--- src/rtl/tif_pkg.sv ---
package tif_pkg;
  localparam int REG_W  = 8;
  localparam int N_SRC  = 4;
  localparam int N_EXT  = 4;

  typedef enum logic [1:0] {
    WM_NORMAL   = 2'b00,
    WM_FAST     = 2'b01,
    WM_PFC      = 2'b10,
    WM_PFC_ALT  = 2'b11
  } wave_mode_e;

  // source order: A, B, D, overflow
  localparam int SRC_POS [N_SRC] = '{6, 5, 7, 2};
  localparam int EXT_POS [N_EXT] = '{0, 1, 3, 4};
  localparam int OVF_POS = 2;
endpackage

--- src/rtl/tif_ovf_sel.sv ---
module tif_ovf_sel
  import tif_pkg::*;
(
  input  logic       at_top_i,
  input  logic       at_bottom_i,
  input  logic [1:0] mode_i,
  output logic       ovf_o
);
  wave_mode_e mode;
  assign mode = wave_mode_e'(mode_i);

  always_comb begin
    unique case (mode)
      WM_NORMAL, WM_FAST: ovf_o = at_top_i;
      default:            ovf_o = at_bottom_i;
    endcase
  end
endmodule

--- src/rtl/tif_clr_pipe.sv ---
module tif_clr_pipe #(
  parameter int W = 8
) (
  input  logic         clk_i,
  input  logic         rst_ni,
  input  logic         wr_en_i,
  input  logic [W-1:0] wr_data_i,
  output logic [W-1:0] clr_o
);
  logic [W-1:0] clr_q;

  always_ff @(posedge clk_i or negedge rst_ni) begin
    if (!rst_ni) clr_q <= '0;
    else         clr_q <= wr_en_i ? wr_data_i : '0;
  end

  assign clr_o = clr_q;

  AST_CLR_ONLY_AFTER_WR: assert property (@(posedge clk_i) disable iff (!rst_ni)
    !wr_en_i |=> (clr_q == '0));
endmodule

--- src/rtl/tif_flag_bit.sv ---
module tif_flag_bit (
  input  logic clk_i,
  input  logic rst_ni,
  input  logic set_i,
  input  logic clr_i,
  output logic flag_o
);
  logic flag_q;

  // set has priority so no event is lost
  always_ff @(posedge clk_i or negedge rst_ni) begin
    if (!rst_ni)     flag_q <= 1'b0;
    else if (set_i)  flag_q <= 1'b1;
    else if (clr_i)  flag_q <= 1'b0;
  end

  assign flag_o = flag_q;

  AST_SET_WINS: assert property (@(posedge clk_i) disable iff (!rst_ni)
    set_i |=> flag_o);
  AST_CLR_TAKES: assert property (@(posedge clk_i) disable iff (!rst_ni)
    (clr_i && !set_i) |=> !flag_o);
  AST_HOLD: assert property (@(posedge clk_i) disable iff (!rst_ni)
    (!clr_i && !set_i) |=> $stable(flag_o));
endmodule

--- src/rtl/tif_irq_gate.sv ---
module tif_irq_gate #(
  parameter int N = 4
) (
  input  logic         gie_i,
  input  logic [N-1:0] en_i,
  input  logic [N-1:0] flag_i,
  output logic [N-1:0] irq_o
);
  for (genvar k = 0; k < N; k++) begin : g_gate
    assign irq_o[k] = gie_i & en_i[k] & flag_i[k];
  end
endmodule

--- src/rtl/tmr_irq_flags.sv ---
module tmr_irq_flags
  import tif_pkg::*;
(
  input  logic             clk_i,
  input  logic             rst_ni,
  input  logic             cmp_a_i,
  input  logic             cmp_b_i,
  input  logic             cmp_d_i,
  input  logic             at_top_i,
  input  logic             at_bottom_i,
  input  logic [1:0]       mode_i,
  input  logic [N_EXT-1:0] ext_set_i,
  input  logic             wr_en_i,
  input  logic [REG_W-1:0] wr_data_i,
  input  logic             gie_i,
  input  logic [N_SRC-1:0] irq_en_i,
  input  logic [N_SRC-1:0] ack_i,
  output logic [REG_W-1:0] flags_o,
  output logic [N_SRC-1:0] irq_o
);
  logic             ovf_evt;
  logic [N_SRC-1:0] src_set;
  logic [N_SRC-1:0] src_flag;
  logic [REG_W-1:0] set_vec, ack_vec, wr_clr;

  tif_ovf_sel i_ovf_sel (
    .at_top_i    (at_top_i),
    .at_bottom_i (at_bottom_i),
    .mode_i      (mode_i),
    .ovf_o       (ovf_evt)
  );

  tif_clr_pipe #(.W(REG_W)) i_clr_pipe (
    .clk_i     (clk_i),
    .rst_ni    (rst_ni),
    .wr_en_i   (wr_en_i),
    .wr_data_i (wr_data_i),
    .clr_o     (wr_clr)
  );

  assign src_set = {ovf_evt, cmp_d_i, cmp_b_i, cmp_a_i};

  always_comb begin
    set_vec = '0;
    ack_vec = '0;
    for (int k = 0; k < N_SRC; k++) begin
      set_vec[SRC_POS[k]] = src_set[k];
      ack_vec[SRC_POS[k]] = ack_i[k];
    end
    for (int k = 0; k < N_EXT; k++) begin
      set_vec[EXT_POS[k]] = ext_set_i[k];
    end
  end

  for (genvar b = 0; b < REG_W; b++) begin : g_bit
    tif_flag_bit i_bit (
      .clk_i  (clk_i),
      .rst_ni (rst_ni),
      .set_i  (set_vec[b]),
      .clr_i  (wr_clr[b] | ack_vec[b]),
      .flag_o (flags_o[b])
    );
  end

  for (genvar k = 0; k < N_SRC; k++) begin : g_src
    assign src_flag[k] = flags_o[SRC_POS[k]];
  end

  tif_irq_gate #(.N(N_SRC)) i_irq_gate (
    .gie_i  (gie_i),
    .en_i   (irq_en_i),
    .flag_i (src_flag),
    .irq_o  (irq_o)
  );

  AST_OVF_SINGLE_IGNORES_BOTTOM: assert property (@(posedge clk_i) disable iff (!rst_ni)
    (!mode_i[1] && !at_top_i && !flags_o[OVF_POS]) |=> !flags_o[OVF_POS]);
  AST_OVF_DUAL_IGNORES_TOP: assert property (@(posedge clk_i) disable iff (!rst_ni)
    (mode_i[1] && !at_bottom_i && !flags_o[OVF_POS]) |=> !flags_o[OVF_POS]);
  AST_ACK_CLEARS_A: assert property (@(posedge clk_i) disable iff (!rst_ni)
    (ack_i[0] && !cmp_a_i) |=> !flags_o[SRC_POS[0]]);
  AST_IRQ_NEEDS_GIE: assert property (@(posedge clk_i) disable iff (!rst_ni)
    !gie_i |-> (irq_o == '0));
  AST_RESET_QUIET: assert property (@(posedge clk_i)
    !rst_ni |-> (flags_o == '0));
endmodule

--- config.mk ---
export PLATFORM = sky130hd
export DESIGN_NAME = tmr_irq_flags
export DESIGN_NICKNAME = d
export VERILOG_FILES = /design/src/rtl/tif_pkg.sv /design/src/rtl/tif_ovf_sel.sv /design/src/rtl/tif_clr_pipe.sv /design/src/rtl/tif_flag_bit.sv /design/src/rtl/tif_irq_gate.sv /design/src/rtl/tmr_irq_flags.sv
export SDC_FILE = /design/constraint.sdc
export NUM_CORES = 1
export LEC_CHECK = 0
export BUFFER_PORTS_ARGS = -buffer_cell sky130_fd_sc_hd__buf_2
export CAP_MARGIN = 10
export CORE_MARGIN = 4
export CORE_UTILIZATION = 35
export DETAILED_ROUTE_END_ITERATION = 8
export HOLD_SLACK_MARGIN = 0.03
export PLACE_DENSITY = 0.79
export SLEW_MARGIN = 10
export SYNTH_ARGS = -nofsm -noshare
export SYNTH_HDL_FRONTEND = slang
export SYNTH_SLANG_ARGS = --single-unit
--- constraint.sdc ---
create_clock -name clk_i -period 0.8 [get_ports clk_i]
set_input_delay 0.04 -clock clk_i [delete_from_list [all_inputs] [get_ports clk_i]]
set_output_delay 0.04 -clock clk_i [all_outputs]
set_load 0.005 [all_outputs]
==> results of run 1 <==
-- through the flow --
| step | power, W | TNS (ns) |
|---|---|---|
| 2_1_floorplan | 0.000994 | 0 |
| 3_3_place_gp | 0.00108 | -0.000571 |
| 3_5_place_dp | 0.00109 | -0.0124 |
| 4_1_cts | 0.00169 | -1.53 |
| 5_1_grt | 0.00184 | -2.41 |
| 6_report | 0.00175 | -1.84 |
-- cell families (layout without fill, tap and decap cells) --
group / count (synthesis) / in the layout / share of synthesized area, %
and+or+nand+nor: 17 / 17 / 15.2
buffers and inverters: 12 / 71 / 11.8
AOI/OAI and AO/OA: 8 / 8 / 9.86
DFF: 16 / 16 / 63.1
-- per-layer routing --
metal | part of all wire, % | up-vias
li1 | - | 279
met1 | 36 | 287
met2 | 57 | 22
met3 | 6.5 | 2
met4 | 0.41 | 0
met5 | 0 | -
-- report_power, final --
| group | leakage, nW | switching [W] | internal, W |
|---|---|---|---|
| Clock | 0.0210 | 0.000252 | 0.000276 |
| Sequential | 0.188 | 0.0000291 | 0.000858 |
| Combinational | 0.367 | 0.000115 | 0.000219 |
-- flip-flops by register name (all words and copies together), names as in the netlist --
signal              flops
g_bit.i_bit.flag_o      8
i_clr_pipe.clr_o        8
-- worst min path at each step --
stage	start	to	slack (ns)
after global placement	rst_ni	g_bit[0].i_bit.flag_o$_DFFE_PN0P_	-0.04
after detailed placement	rst_ni	g_bit[1].i_bit.flag_o$_DFFE_PN0P_	-0.04
after global routing	at_bottom_i	g_bit[2].i_bit.flag_o$_DFFE_PN0P_	0.02
after floorplan	rst_ni	g_bit[0].i_bit.flag_o$_DFFE_PN0P_	-0.26
final	at_bottom_i	g_bit[2].i_bit.flag_o$_DFFE_PN0P_	0.02
after CTS	at_bottom_i	g_bit[2].i_bit.flag_o$_DFFE_PN0P_	0.003
-- cell usage in the layout, fill, tap and decap left out, drive strengths merged --
master / count
and3: 4
buf: 47
clkbuf: 4
dlygate4sd3: 16
and2: 8
inv: 4
nor2b: 1
a221o: 1
nor2: 4
a21o: 7
dfrtp: 16
-- what timing repair did --
item,CTS,global route
gates cloned,0,0
endpoints found under the hold margin,32,1
gates resized for setup,1,7
endpoints found under the setup margin,13,16
setup buffers,5,1
pin swaps,5,4
-- area by class of cell --
type | instances | area [sq um] | area share (%)
multi-input combinational | 25 | 164 | 15.0
tap | 25 | 31.3 | 2.86
sequential | 16 | 400 | 36.6
clock buffer | 4 | 36.3 | 3.32
timing repair buffer | 63 | 447 | 40.8
inverter | 4 | 15.0 | 1.37
==> results by group, run 1 <==
Layout
  • Layout cells sized above 1: 46.4%
  • Net count, final: 144
  • Fill count: 129
  • Number of diodes: 0
  • Layout Area Growth over Synthesis: 72.4%
  • Post-layout instance area: 1090 sq um
  • Post-layout util: 63.3%
  • Non-filler instance count after layout: 137

Global route
  • Global route overflow: 0
  • Met3 Usage GRT: 2.67%
  • Met1 usage: 15.3%
  • GRT busiest layer: met2
  • Pin count of the biggest net entering global routing: 17
  • First-pass GRT wire length: 2.85 mm
  • Initial antenna violation count: 0
  • Met2 Usage GRT: 30.2%
  • Total track usage: 15.1%
  • Number of global-route vias before repair: 629

STA
  • Max Freq: 992 MHz
  • Final Cycle Share: 126%
  • Tmin final: 1.01 ns
  • Max-slew headroom: 76.5%
  • Unrepaired setup endpoints after global routing: yes
  • Hold slack: 0.0188 ns
  • Fin. Hold Viols: 0
  • Setup Viol. Count Final: 15
  • Worst Setup Slack, final: -0.208 ns
  • Worst Tran Pin Value: 0.352 ns
  • Final Max Slew Viols: 0
  • Final setup skew: 0.00198 ns

Critical path
  • Critical path peak fanout: 2
  • Number of cells on the critical path: 2
  • Reg2reg setup slack: -0.16 ns
  • WS Path Type: flop to output port
  • Critical path's top delay family: flip-flops
  • R2R Path Start: g_bit[2].i_bit.flag_o$_DFFE_PN0P_
  • CP cell instances: and3_1 > buf_2
  • CP required: 0.76 ns
  • Setup crit end: irq_o[3]
  • WP buf/inv: 1
  • Setup crit end kind: output port
  • RR Endpoint: g_bit[2].i_bit.flag_o$_DFFE_PN0P_
  • Slowest cell on the critical path: dfrtp_1
  • Max incr delay on CP: 0.42 ns
  • CP startpoint kind: flop
  • Critical Path AT: 0.97 ns
  • Worst Reg2Reg Path Length in Cells: 2
  • Critical Path Source: g_bit[2].i_bit.flag_o$_DFFE_PN0P_

Placed design
  • Dpl ws: -0.0124 ns
  • Routability Congestion: 0.705
  • Post-detail-place hpwl: 1.05 mm
  • Buffers on Ports: 41
  • Placed insts: 111
  • Post-Place Cell Area: 811 sq um

Synthesis
  • Synth Instances: 53
  • Most frequent cell after synthesis: dfrtp_1
  • Yosys reg bits: 16
  • Post-synth top cells: 16 x dfrtp_1, 8 x and2_1, 8 x buf_4
  • Top FF cell, synth: dfrtp_1
  • Mapped Nets: 84
  • Avg Synthesized Cell Area: 12.0 sq um
  • Top cells by area, synth: dfrtp_1 63%, buf_4 9.5%, a21o_1 8.3%
  • Netlist cell types: 9
  • EDFF count, synth: 0
  • Synthesized area: 634 sq um
  • Sequential share of the synthesized area: 63.1%
  • Warnings from Yosys: 0
  • Synth top area share: 63.1%
  • Leading area contributor after synthesis: dfrtp_1
  • FFs w/ async S/R, synth: 100%

Route
  • Post-route antenna net violation count: 0
  • Post-route DRC: 0
  • Final wirelength: 1.97 mm
  • Vias: 590
  • DR WL/cell: 14.4 microns
  • Vias/cell: 4.31
  • Initial DRT Pass Iterations: 2
  • DRT iter0 DRCs: 3

Pwr
  • Leakage power: 0.576 nW
  • Pwr/cell area: 1600 nW/um^2
  • Worst IR Drop VDD: 690 uV

Clock network
  • CTS Root Cell: clkbuf_4
  • H-tree Lvls: 1
  • CTS tree: yes
  • Deepest clock path buffer count: 2
  • Clock Pin Slew Worst Setup and Hold Paths: 0.10 ns
  • Clk sinks: 16
  • CTS Buf Count: 3
  • Worst-skew pair later-pin latency: 0.28 ns
  • Post-CTS Hold Buffers: 16

Status
  • Failing checks: setup timing
  • Status: complete, but fails checks

Flow run
  • Max cap viols: 0

Die
  • Starting Density: 36.7%
  • Die area: 2560 sq um
  • Core area: 1730 sq um
  • IO Pins: 43
  • Die Wd: 50.6 microns
  • Core Rows: 15
  • Die height: 50.6 microns

Min path
  • Hold path depth: 2
  • Hold WC Path Type: primary input to flop
Note: power is estimated with default switching activity, not from simulation.
==> inputs of run 2 (changes only) <==
- CORE_UTILIZATION: 35 -> 41
- PLACE_DENSITY: 0.79 -> 0.87
- SYNTH_HIERARCHICAL: not set -> 1
- clock period: 0.8 -> 1.23 ns (I/O delays scaled with it)
==> run 2 against run 1 <==
The flow now finishes without violations; global-route usage down 0.48 points; via count shrank 5.6%; clock-buffer cell count shrank 1; first-iteration DRC count fell by 33%; synthesized cell count is 7.5% lower; synthesized area fell by 4.5%; utilization increased by 12 points; sequential cell count unchanged; setup slack improved by 0.41 ns; clock power down 52%; sequential power is 36% lower; total power fell by 43%; critical endpoint is now irq_o[1]; largest power group unchanged.
==> results by group, run 2 <==
STA
  • Final Max Slew Viols: 0 (unchanged)
  • Max Freq: 972 MHz
  • Unrepaired setup endpoints after global routing: no (was yes)
  • Setup TNS: 0 ns (was -1.84 ns)
  • Fin. Hold Viols: 0 (unchanged)
  • Tmin final: 1.03 ns
  • Worst Tran Pin Value: 0.343 ns (was 0.352 ns)
  • Max-slew headroom: 77.2% (was 76.5%)
  • Final setup skew: 0.000705 ns (was 0.00198 ns)
  • Final Cycle Share: 83.6%
  • Setup Viol. Count Final: 0 (was 15)

Synthesis
  • Yosys reg bits: 16 (unchanged)
  • Synth top area share: 66.1% (was 63.1%)
  • Synth Instances: 49 (was 53)
  • EDFF count, synth: 0 (unchanged)
  • Mapped Nets: 80 (was 84)
  • Avg Synthesized Cell Area: 12.4 sq um (was 12.0 sq um)
  • Most frequent cell after synthesis: dfrtp_1 (unchanged)
  • FFs w/ async S/R, synth: 100% (unchanged)
  • Warnings from Yosys: 6 (was 0)
  • Sequential share of the synthesized area: 66.1% (was 63.1%)
  • Leading area contributor after synthesis: dfrtp_1 (unchanged)
  • Post-synth top cells: 16 x dfrtp_1, 8 x a21o_1, 8 x and2_1, 8 x inv_1 (was 16 x dfrtp_1, 8 x and2_1, 8 x buf_4)
  • Top FF cell, synth: dfrtp_1 (unchanged)
  • Synthesized area: 606 sq um (was 634 sq um)
  • Netlist cell types: 7 (was 9)
  • Top cells by area, synth: dfrtp_1 66%, a21o_1 9.9%, and2_1 8.3% (was dfrtp_1 63%, buf_4 9.5%, a21o_1 8.3%)

Clock network
  • Clock Pin Slew Worst Setup and Hold Paths: 0.08 ns (was 0.10 ns)
  • Post-CTS Hold Buffers: 16 (unchanged)
  • Deepest clock path buffer count: 2 (unchanged)
  • CTS Buf Count: 3 (unchanged)
  • Worst-skew pair later-pin latency: 0.27 ns (was 0.28 ns)
  • CTS Root Cell: clkbuf_4 (unchanged)
  • H-tree Lvls: 1 (unchanged)
  • Clk sinks: 16 (unchanged)
  • CTS tree: yes (unchanged)
  • Postcts setup bufs: 0 (was 5)
  • Resized cells post-CTS: 0 (was 1)

Die
  • IO Pins: 43 (unchanged)
  • Die height: 46.4 microns (was 50.6 microns)
  • Die area: 2160 sq um (was 2560 sq um)
  • Starting Density: 44.9% (was 36.7%)
  • Core Rows: 13 (was 15)
  • Die Wd: 46.4 microns (was 50.6 microns)
  • Core area: 1350 sq um (was 1730 sq um)

Critical path
  • Critical path peak fanout: 3 (was 2)
  • CP cell instances: and3_1 > buf_2 (unchanged)
  • Max incr delay on CP: 0.40 ns (was 0.42 ns)
  • Setup crit end kind: output port (unchanged)
  • Critical Path AT: 0.97 ns (about the same)
  • Slowest cell on the critical path: dfrtp_1 (unchanged)
  • WS Path Type: flop to output port (unchanged)
  • CP required: 1.17 ns (was 0.76 ns)
  • CP startpoint kind: flop (unchanged)

Route
  • Post-route antenna net violation count: 0 (unchanged)
  • Final wirelength: 1.41 mm (was 1.97 mm)
  • Vias/cell: 4.49 (was 4.31)
  • Initial DRT Pass Iterations: 3 (was 2)
  • DRT iter0 DRCs: 2 (was 3)
  • DR WL/cell: 11.4 microns (was 14.4 microns)
  • Vias: 557 (was 590)
  • Post-route DRC: 0 (unchanged)

Global route
  • Initial antenna violation count: 0 (unchanged)
  • Total track usage: 14.6% (was 15.1%)
  • Global route overflow: 0 (unchanged)
  • Pin count of the biggest net entering global routing: 17 (unchanged)
  • Number of global-route vias before repair: 512 (was 629)
  • First-pass GRT wire length: 2.09 mm (was 2.85 mm)

Pwr
  • Design Power: 0.000997 W (was 0.00175 W)
  • Worst IR Drop VDD: 729 uV (was 690 uV)
  • Leakage power: 0.567 nW (was 0.576 nW)
  • Pwr/cell area: 985 nW/um^2 (was 1600 nW/um^2)

Placed design
  • Post-detail-place hpwl: 1.00 mm (was 1.05 mm)
  • Buffers on Ports: 41 (unchanged)
  • Routability Congestion: 0.627 (was 0.705)
  • Post-Place Cell Area: 830 sq um (was 811 sq um)

Layout
  • Layout cells sized above 1: 41.3% (was 46.4%)
  • Commonest cells after routing, fill and taps aside: 41 x buf_2, 16 x dfrtp_1, 16 x dlygate4sd3_1 (was 37 x buf_2, 16 x dfrtp_1, 16 x dlygate4sd3_1)
  • Number of diodes: 0 (unchanged)
  • Net count, final: 142 (was 144)
  • Layout Area Growth over Synthesis: 67.1% (was 72.4%)
  • Most common cell after layout, fill and taps aside: buf_2 (unchanged)
  • Post-layout instance area: 1010 sq um (was 1090 sq um)

Flow run
  • Max cap viols: 0 (unchanged)

Min path
  • Hold WC Path Type: primary input to flop (unchanged)

Status
  • Status: completed (was complete, but fails checks)
run 2: cell families (layout without fill, tap and decap cells):
| logic type | count (synthesis) | count (layout) | share of synthesized area [%] |
|---|---|---|---|
| AOI/OAI and AO/OA | 8 | 8 | 9.92 |
| buffers and inverters | 8 | 68 | 4.96 |
| DFF | 16 | 16 | 66.1 |
| muxes | 1 | 1 | 2.48 |
| and+or+nand+nor | 16 | 16 | 16.5 |
run 2: metal layers:
metal  global-route usage, %  share of wire (%)  vias up
met2                    25.8                 50       31
met1                    14.3                 35      247
li1                        -                  -      275
met3                    5.47                 13        4
met5                       0                  0        -
met4                    8.52                2.6        0
run 2: critical path: cells and delay by family, from the launching register on:
kind          cells  cell delay (ns)
buf+inv           1             0.12
flops             1             0.40
simple gates      1             0.18
run 2: final timing paths:
path	start	to	slack, ns	cells after the start
setup / recovery	g_bit[5].i_bit/flag_o$_DFFE_PN0P_	irq_o[1]	0.20	2
hold / removal	wr_en_i	i_clr_pipe/clr_o[7]$_DFF_PN0_	0.07	2
setup reg to reg	i_clr_pipe/clr_o[6]$_DFF_PN0_	g_bit[6].i_bit/flag_o$_DFFE_PN0P_	0.45	3
hold reg to reg	g_bit[3].i_bit/flag_o$_DFFE_PN0P_	g_bit[3].i_bit/flag_o$_DFFE_PN0P_	0.48	1
max in group asynchronous	rst_ni	i_clr_pipe/clr_o[6]$_DFF_PN0_	0.76	2
min in group asynchronous	rst_ni	g_bit[1].i_bit/flag_o$_DFFE_PN0P_	0.22	2
run 2: per-stage QoR:
| stage | setup slack [ns] | hold WS, ns | instances | util, % |
|---|---|---|---|---|
| floorplan | 0.512 | -0.234 | 49 | - |
| global placement | 0.498 | -0.0177 | 105 | 61.4 |
| detailed placement | 0.447 | -0.0138 | 105 | 61.4 |
| CTS | 0.187 | 0.0724 | 124 | 75.0 |
| global route | 0.151 | 0.0857 | 124 | 75.0 |
| finish | 0.201 | 0.0742 | 124 | 75.0 |
run 2: where the power goes:
| group | total [W] | leakage, nW | switching, W | internal (W) |
|---|---|---|---|---|
| Clock | 0.000256 | 0.0138 | 0.000143 | 0.000113 |
| Combinational | 0.000170 | 0.366 | 0.0000577 | 0.000112 |
| Sequential | 0.000571 | 0.187 | 0.0000136 | 0.000557 |
| Total | 0.000997 | 0.567 | 0.000214 | 0.000783 |
run 2: area by class of cell:
type / count / area [sq um]
fillers: 99 / 338
well taps: 15 / 18.8
flip-flops and latches: 16 / 400
clock buffers: 3 / 22.5
inverters: 8 / 30.0
repair buffers: 57 / 365
multi-input cells: 25 / 175
==> inputs of run 3 (changes only) <==
- CORE_UTILIZATION: 41 -> 34
- PLACE_DENSITY: 0.87 -> 0.78
- clock period: 1.23 -> 0.87 ns (I/O delays scaled with it)
==> run 3 against run 2 <==
The flow now finishes with violations (setup timing); clock skew grew 0.0021 ns; clock-buffer cell count grew 1; non-clock buffer count grew 6; worst hold slack lost 0.011 ns; die area grew 17%; routed wire length grew 6.4%; final cell count grew 13%; utilization shrank 4.7 points; critical path depth is the same; final area grew 11%; via count grew 3.4%; sequential power grew 41%; critical path type unchanged; largest cell class is now non-clock buffers; highest routed layer is now met3.
==> results by group, run 3 (same netlist as run 2, synthesis figures left out) <==
Pwr
  • Leakage power: 0.617 nW (was 0.567 nW)
  • Design Power: 0.00159 W (was 0.000997 W)
  • Worst IR Drop VDD: 1000 uV (was 729 uV)
  • Pwr/cell area: 1420 nW/um^2 (was 985 nW/um^2)

Die
  • Die area: 2520 sq um (was 2160 sq um)
  • Die Wd: 50.2 microns (was 46.4 microns)
  • Die height: 50.2 microns (was 46.4 microns)
  • Starting Density: 38.0% (was 44.9%)
  • Core Rows: 14 (was 13)
  • Core area: 1590 sq um (was 1350 sq um)
  • IO Pins: 43 (unchanged)

STA
  • Final setup skew: 0.00282 ns (was 0.000705 ns)
  • Final Max Slew Viols: 0 (unchanged)
  • Worst Tran Pin Value: 0.349 ns (was 0.343 ns)
  • Tmin final: 0.980 ns
  • Final Cycle Share: 113%
  • Fin. Hold Viols: 0 (unchanged)
  • Unrepaired setup endpoints after global routing: yes (was no)
  • Worst Setup Slack, final: -0.110 ns (was 0.201 ns)
  • Max-slew headroom: 76.7% (was 77.2%)
  • Max Freq: 1020 MHz
  • Setup Viol. Count Final: 8 (was 0)

Global route
  • First-pass GRT wire length: 2.62 mm (was 2.09 mm)
  • Number of global-route vias before repair: 648 (was 512)
  • Pin count of the biggest net entering global routing: 17 (unchanged)
  • Global route overflow: 0 (unchanged)
  • Initial antenna violation count: 0 (unchanged)
  • Met2 Usage GRT: 25.2% (was 25.8%)
  • Met1 usage: 13.9% (was 14.3%)
  • Met3 Usage GRT: 3.85% (was 5.47%)
  • Total track usage: 13.5% (was 14.6%)
  • GRT busiest layer: met2 (unchanged)

Layout
  • Layout cells sized above 1: 44.8% (was 41.3%)
  • Commonest cells after routing, fill and taps aside: 38 x buf_2, 16 x dfrtp_1, 16 x dlygate4sd3_1 (was 41 x buf_2, 16 x dfrtp_1, 16 x dlygate4sd3_1)
  • Net count, final: 148 (was 142)
  • Layout Area Growth over Synthesis: 84.9% (was 67.1%)
  • Number of diodes: 0 (unchanged)
  • Most common cell after layout, fill and taps aside: buf_2 (unchanged)
  • Post-layout util: 70.3% (was 75.0%)

Route
  • Post-route DRC: 0 (unchanged)
  • Initial DRT Pass Iterations: 1 (was 3)
  • Final wirelength: 1.50 mm (was 1.41 mm)
  • DRT iter0 DRCs: 0 (was 2)
  • DR WL/cell: 10.7 microns (was 11.4 microns)
  • Vias: 576 (was 557)
  • Vias/cell: 4.11 (was 4.49)
  • Post-route antenna net violation count: 0 (unchanged)

Critical path
  • CP required: 0.83 ns (was 1.17 ns)
  • WS Path Type: flop to output port (unchanged)
  • Setup crit end kind: output port (unchanged)
  • Critical Path AT: 0.94 ns (was 0.97 ns)
  • Slowest cell on the critical path: dfrtp_1 (unchanged)
  • CP cell instances: and3_1 > buf_2 (unchanged)
  • CP startpoint kind: flop (unchanged)
  • Max incr delay on CP: 0.40 ns (about the same)
  • Critical path peak fanout: 2 (was 3)
  • Worst Reg2Reg Path Length in Cells: 3 (unchanged)

Status
  • Status: complete, but fails checks (was completed)
  • Failing checks: setup timing

Placed design
  • Routability Congestion: 0.677 (was 0.627)
  • Dpl ws: 0.118 ns (was 0.447 ns)
  • Post-detail-place hpwl: 1.04 mm (was 1.00 mm)
  • Buffers on Ports: 41 (unchanged)

Clock network
  • H-tree Lvls: 1 (unchanged)
  • Clk sinks: 16 (unchanged)
  • CTS Buf Count: 3 (unchanged)
  • Deepest clock path buffer count: 2 (unchanged)
  • Clock Pin Slew Worst Setup and Hold Paths: 0.09 ns (was 0.08 ns)
  • CTS Root Cell: clkbuf_4 (unchanged)
  • CTS tree: yes (unchanged)
  • Worst-skew pair later-pin latency: 0.28 ns (was 0.27 ns)

Min path
  • Hold path depth: 2 (unchanged)
  • Hold WC Path Type: primary input to flop (unchanged)

Flow run
  • Max cap viols: 0 (unchanged)
## run 3: cell types whose count changed in the layout (fill, tap and decap cells not counted), sizes merged
cell	before	now
clkbuf	3	4
buf	41	47
## run 3: layout make-up
class,instances,area [sq um]
clock buffer,4,36.3
sequential,16,400
inverter,8,30.0
tap,24,30.0
timing repair buffer,63,448
fill,115,474
multi-input combinational,25,175
## run 3: final timing paths
check | from | end | slack (ns)
min reg2reg | g_bit[0].i_bit/flag_o$_DFFE_PN0P_ | g_bit[0].i_bit/flag_o$_DFFE_PN0P_ | 0.49
min in group asynchronous | rst_ni | i_clr_pipe/clr_o[7]$_DFF_PN0_ | 0.19
max reg2reg | g_bit[6].i_bit/flag_o$_DFFE_PN0P_ | g_bit[6].i_bit/flag_o$_DFFE_PN0P_ | 0.01
min | wr_en_i | i_clr_pipe/clr_o[7]$_DFF_PN0_ | 0.06
max | g_bit[5].i_bit/flag_o$_DFFE_PN0P_ | irq_o[1] | -0.11
max in group asynchronous | rst_ni | g_bit[3].i_bit/flag_o$_DFFE_PN0P_ | 0.43
## run 3: per-layer routing
| metal | routed length, microns | share of wire (%) |
|---|---|---|
| met1 | 565 | 38 |
| met5 | 0 | 0 |
| met2 | 768 | 51 |
| met3 | 167 | 11 |
| met4 | 0 | 0 |
## run 3: power by group
group / internal (W) / switching [W]
registers: 0.000788 / 0.0000186
clock network: 0.000254 / 0.000220
logic: 0.000209 / 0.0000957
## run 3: repair_timing
item,in CTS,in global routing
hold buffers,16,0
setup endpoints to repair,6,13
setup buffers,5,1
endpoints found under the hold margin,31,0
gates resized for setup,3,5
pin swaps,5,4
## run 3: metrics by stage
step	TNS [ns]	area (sq um)	std cells	hold WS (ns)
3_3_place_gp	0	841	114	-0.0328
4_1_cts	-0.904	1090	139	0.0468
2_1_floorplan	0	606	49	-0.252
5_1_grt	-1.29	1120	140	0.0521
6_report	-0.713	1120	140	0.0627
3_5_place_dp	0	841	114	-0.0256
## run 3: critical path: cells and delay by family, from the launching register on
kind	cells	cell delay, ns
flip-flops	1	0.40
AND/OR/NAND/NOR	1	0.14
buffers and inverters	1	0.12
